===== config.mk =====
export PLATFORM = sky130hd
export DESIGN_NAME = wdt_shared_scaler
export DESIGN_NICKNAME = d
export VERILOG_FILES = /design/src/rtl/wdt_pkg.sv /design/src/rtl/wdt_base_cnt.sv /design/src/rtl/wdt_scaler.sv /design/src/rtl/wdt_shared_scaler.sv
export SDC_FILE = /design/constraint.sdc
export NUM_CORES = 1
export LEC_CHECK = 0
export ABC_AREA = 0
export BUFFER_PORTS_ARGS = -buffer_cell sky130_fd_sc_hd__buf_4
export CAP_MARGIN = 20
export CELL_PAD_IN_SITES_DETAIL_PLACEMENT = 1
export CELL_PAD_IN_SITES_GLOBAL_PLACEMENT = 2
export CORE_MARGIN = 1
export CORE_UTILIZATION = 25
export CTS_CLUSTER_SIZE = 25
export DETAILED_ROUTE_END_ITERATION = 6
export PLACE_DENSITY_LB_ADDON = 0.1
export SLEW_MARGIN = 10
export SYNTH_ARGS = -nofsm -noshare
export SYNTH_HDL_FRONTEND = slang
export SYNTH_SLANG_ARGS = --single-unit

===== constraint.sdc =====
create_clock -name clk -period 5.94 [get_ports clk]
set_input_delay 0.891 -clock clk [delete_from_list [all_inputs] [get_ports clk]]
set_output_delay 0.891 -clock clk [all_outputs]
set_load 0.05 [all_outputs]

===== src/rtl/wdt_pkg.sv =====
package wdt_pkg;
  typedef enum logic {
    SCL_WDT = 1'b0,
    SCL_TMR = 1'b1
  } scl_asg_e;
endpackage


===== src/rtl/wdt_base_cnt.sv =====
module wdt_base_cnt #(
  parameter int W = 8
) (
  input  logic clk,
  input  logic rst,
  input  logic tick,
  input  logic en,
  input  logic clr,
  output logic ovf
);
  logic [W-1:0] cnt;

  always_ff @(posedge clk) begin
    if (rst || clr) cnt <= '0;
    else if (tick && en) cnt <= cnt + 1'b1;
  end

  assign ovf = tick & en & ~clr & (cnt == {W{1'b1}});
endmodule


===== src/rtl/wdt_scaler.sv =====
module wdt_scaler #(
  parameter int SEL_W = 3
) (
  input  logic             clk,
  input  logic             rst,
  input  logic             evt_in,
  input  logic             clr,
  input  logic [SEL_W-1:0] sel,
  output logic             evt_out
);
  localparam int TAPS = 1 << SEL_W;
  localparam int CW   = TAPS - 1;

  logic [CW-1:0]   cnt;
  logic [TAPS-1:0] tap_hit;

  always_ff @(posedge clk) begin
    if (rst || clr) cnt <= '0;
    else if (evt_in) cnt <= cnt + 1'b1;
  end

  assign tap_hit[0] = 1'b1;
  for (genvar k = 1; k < TAPS; k++) begin : g_tap
    assign tap_hit[k] = &cnt[k-1:0];
  end

  assign evt_out = evt_in & tap_hit[sel];
endmodule


===== src/rtl/wdt_shared_scaler.sv =====
module wdt_shared_scaler #(
  parameter int BASE_W = 8,
  parameter int SEL_W  = 3
) (
  input  logic             clk,
  input  logic             rst,
  input  logic             por_set,
  input  logic             wdt_tick,
  input  logic             tmr_src,
  input  logic             wdt_en,
  input  logic             scl_to_tmr,
  input  logic [SEL_W-1:0] ratio_sel,
  input  logic             clr_wdt,
  input  logic             sleep_cmd,
  input  logic             in_sleep,
  output logic             rst_req,
  output logic             wake_req,
  output logic             to_n,
  output logic             tmr_tick
);
  import wdt_pkg::*;

  scl_asg_e asg;
  logic     clr_any, ovf, scl_in, scl_clr, scl_evt, timeout, tmr_evt;

  assign asg     = scl_asg_e'(scl_to_tmr);
  assign clr_any = clr_wdt | sleep_cmd;

  wdt_base_cnt #(.W(BASE_W)) u_base (
    .clk (clk), .rst (rst), .tick (wdt_tick), .en (wdt_en),
    .clr (clr_any), .ovf (ovf)
  );

  assign scl_in  = (asg == SCL_TMR) ? tmr_src : ovf;
  assign scl_clr = clr_any & (asg == SCL_WDT);

  wdt_scaler #(.SEL_W(SEL_W)) u_scl (
    .clk (clk), .rst (rst), .evt_in (scl_in), .clr (scl_clr),
    .sel (ratio_sel), .evt_out (scl_evt)
  );

  assign timeout = wdt_en & ((asg == SCL_TMR) ? ovf : scl_evt);
  assign tmr_evt = (asg == SCL_TMR) ? scl_evt : tmr_src;

  always_ff @(posedge clk) begin
    if (rst) begin
      rst_req  <= 1'b0;
      wake_req <= 1'b0;
      tmr_tick <= 1'b0;
    end else begin
      rst_req  <= timeout & ~in_sleep;
      wake_req <= timeout & in_sleep;
      tmr_tick <= tmr_evt;
    end
  end

  always_ff @(posedge clk) begin
    if (rst || por_set) to_n <= 1'b1;
    else if (timeout)   to_n <= 1'b0;
    else if (clr_wdt)   to_n <= 1'b1;
  end
endmodule


==> run summary <==
worst path required time: 6.13 ns
most frequent cells after synthesis: 19 x dfxtp_1, 13 x nor2_1, 9 x nand2_1, 8 x xor2_1
vias per std cell: 4.804
RSZ-0062 raised after global routing: false
Synth Register Bits: 19
final instance area: 1135 um2
Syn Inst Count: 104
Slowest cell on crit path: o41a_1
Site Rows: 21
Fmax: 399.7 MHz
Multi-input gate area: 516.7 um2
Port-buffer cells: 16
DP Cell Count: 164
Synth top area share: 41.03%
VDD IR max: 0.09827 mV
Final setup violation count: 0
hold_ws: 0.4913 ns
yosys warns: 0
Ports: 17
sequential area share after synthesis: 41.03%
ant diodes: 0
Worst-Margin Slew: 0.5175 ns
Post-route DRC: 0
Clock Path Buffers: 2
fraction of registers with async set/reset: 0%
FF+latch area: 380.4 um2
crit-path max FO: 10
chip width: 62.90 um
Iteration-0 DRC Markers: 19
vias in the first global route: 879
share of layout cells above drive strength 1: 17.21%
first-pass GRT wire length: 3829 um
Min-Delay Path Class: flip-flop to flip-flop
Post-Syn Area: 927.1 um2
worst path cell trace: buf_4 -> or3b_1 -> o41a_1 -> or4_1 -> a21oi_1
setup bufs post-CTS: 0
Post-synth top flop: dfxtp_1
vias: 807
clock insertion delay at the later pin of the skew report: 0.26 ns
TritonCTS clock tree: done
hold buffers post-CTS: 0
status: finished, final reports clean
Worst slew margin: 65.43%
Leak: 0.4398 nW
CP endpoint kind: flip-flop
PD cells: 212.7 nW/um2
EDFF count, synth: 0
CP top delay family: simple AND/OR/NAND/NOR gates
Routed WL per cell: 12.29 um
Fillers: 414
Worst EP arrival: 2.70 ns
critical path launch point type: input pin
CP bufs+invs: 1
GRT overflow: 0
main area contributors after synthesis: dfxtp_1 41%, xor2_1 7.6%, ha_1 5.4%, nor2_1 5.3%, mux2i_1 4.3%
Setup Skew: 0.003620 ns
Final Util: 32.97%
final hold violations: 0
initial antenna violation count: 0
Routed Antenna Nets: 0
Layout area overhead: 22.40%
TritonCTS Sinks: 19
GPL Wtd Cong: 0.6386
CTS Root Cell: clkbuf_8
Setup CP Type: input pin to flip-flop
CTS buffer count: 3
Starting Density: 26.94%
Post-Layout Cell Count: 168
Max-Cap Viols: 0
Tcrit/Tclk final: 42.12%
Yosys top cell by area: dfxtp_1
drt pass-1 iters: 4
NumNets Final: 140
die area: 3956 um2
Pins Over Slew Limit: 0
WL final: 2064 um
Placement Setup Slack: 3.152 ns
post-synthesis cell type count: 30
crit-path max cell delay: 0.58 ns
htree depth: 1
fin crit period: 2.502 ns
Final TNS setup: 0 ns
post-cts sizing count: 0
gr usage total: 12.46%
largest net degree at the start of global routing: 11
Post-DP HPWL: 1603 um
Clk pin slew, worst setup/hold paths: 0.07 ns
most common cell in the synthesized netlist: dfxtp_1
Post-DP Area: 1090 um2
Total Power: 0.2414 mW
die height: 62.90 um
average size of a mapped cell: 8.915 um2
core box area: 3442 um2
post-synth net total: 121
Final Worst Setup Slack: 3.438 ns
[flip-flops by register name, indices dropped and copies added (netlist names)]
signal      flops
wake_req        1
u_scl.cnt       7
rst_req         1
u_base.cnt      8
to_n            1
tmr_tick        1
[cell usage in the layout (no fill, tap or decap), types with 2 or more instances in the layout]
| cell type | n |
|---|---|
| dfxtp_1 | 19 |
| buf_4 | 16 |
| nor2_1 | 13 |
| nand2_1 | 9 |
| xor2_1 | 8 |
| nand3_1 | 6 |
| a21oi_1 | 6 |
| inv_1 | 4 |
| nand4_1 | 4 |
| mux2i_1 | 4 |
| ha_1 | 4 |
| clkbuf_8 | 3 |
| or3_1 | 2 |
| o31ai_1 | 2 |
| or4_1 | 2 |
| o21ai_0 | 2 |
| or3_2 | 2 |
| and4_1 | 2 |
| a2111oi_0 | 2 |
[power by group]
part           leakage, nW  internal [mW]  switching [mW]
sequential           0.153          0.128        0.000848
clock               0.0228         0.0477          0.0447
combinational        0.264        0.00899          0.0109
[worst min-delay path: stages (launching register included)]
cell and delay, ns:
dfxtp_1 0.32, o31ai_1 0.07, a21oi_1 0.06
[routing by layer]
layer	up-vias	GRT usage [%]	wire length, um
met5	-	0	0
met4	0	4.360	32
met3	5	4.015	67
met2	11	21.91	1033
met1	375	13.88	930
li1	416	-	-
[final cells by class]
type | count | share of cell area, %
Multi-Input combinational cell | 79 | 45.53
Inverter | 4 | 1.323
Tap cell | 46 | 5.072
Timing Repair Buffer | 16 | 10.58
Clock buffer | 4 | 3.969
Sequential cell | 19 | 33.52
[worst paths after layout]
check | start | endpoint | slack, ns | cells past startpoint
hold / removal | u_scl.cnt[6]$_SDFFE_PP0P_ | u_scl.cnt[6]$_SDFFE_PP0P_ | 0.49 | 2
setup reg to reg | u_base.cnt[7]$_SDFFE_PP0P_ | u_scl.cnt[5]$_SDFFE_PP0P_ | 3.87 | 4
hold reg to reg | u_scl.cnt[6]$_SDFFE_PP0P_ | u_scl.cnt[6]$_SDFFE_PP0P_ | 0.49 | 2
setup / recovery | sleep_cmd | u_scl.cnt[5]$_SDFFE_PP0P_ | 3.44 | 5
[logic make-up (layout without fill, tap and decap cells)]
| logic type | count (synthesis) | in the layout | share of synthesized area, % |
|---|---|---|---|
| multiplexers | 4 | 4 | 4.319 |
| XOR/XNOR | 8 | 8 | 7.558 |
| flip-flops | 19 | 19 | 41.03 |
| AND/OR/NAND/NOR | 45 | 45 | 25.24 |
| buffers and inverters | 6 | 24 | 3.238 |
| AO/OA/AOI/OAI | 18 | 18 | 13.23 |
| adder cells (fa/ha/maj) | 4 | 4 | 5.398 |
Note: power is estimated with default switching activity, not from simulation.
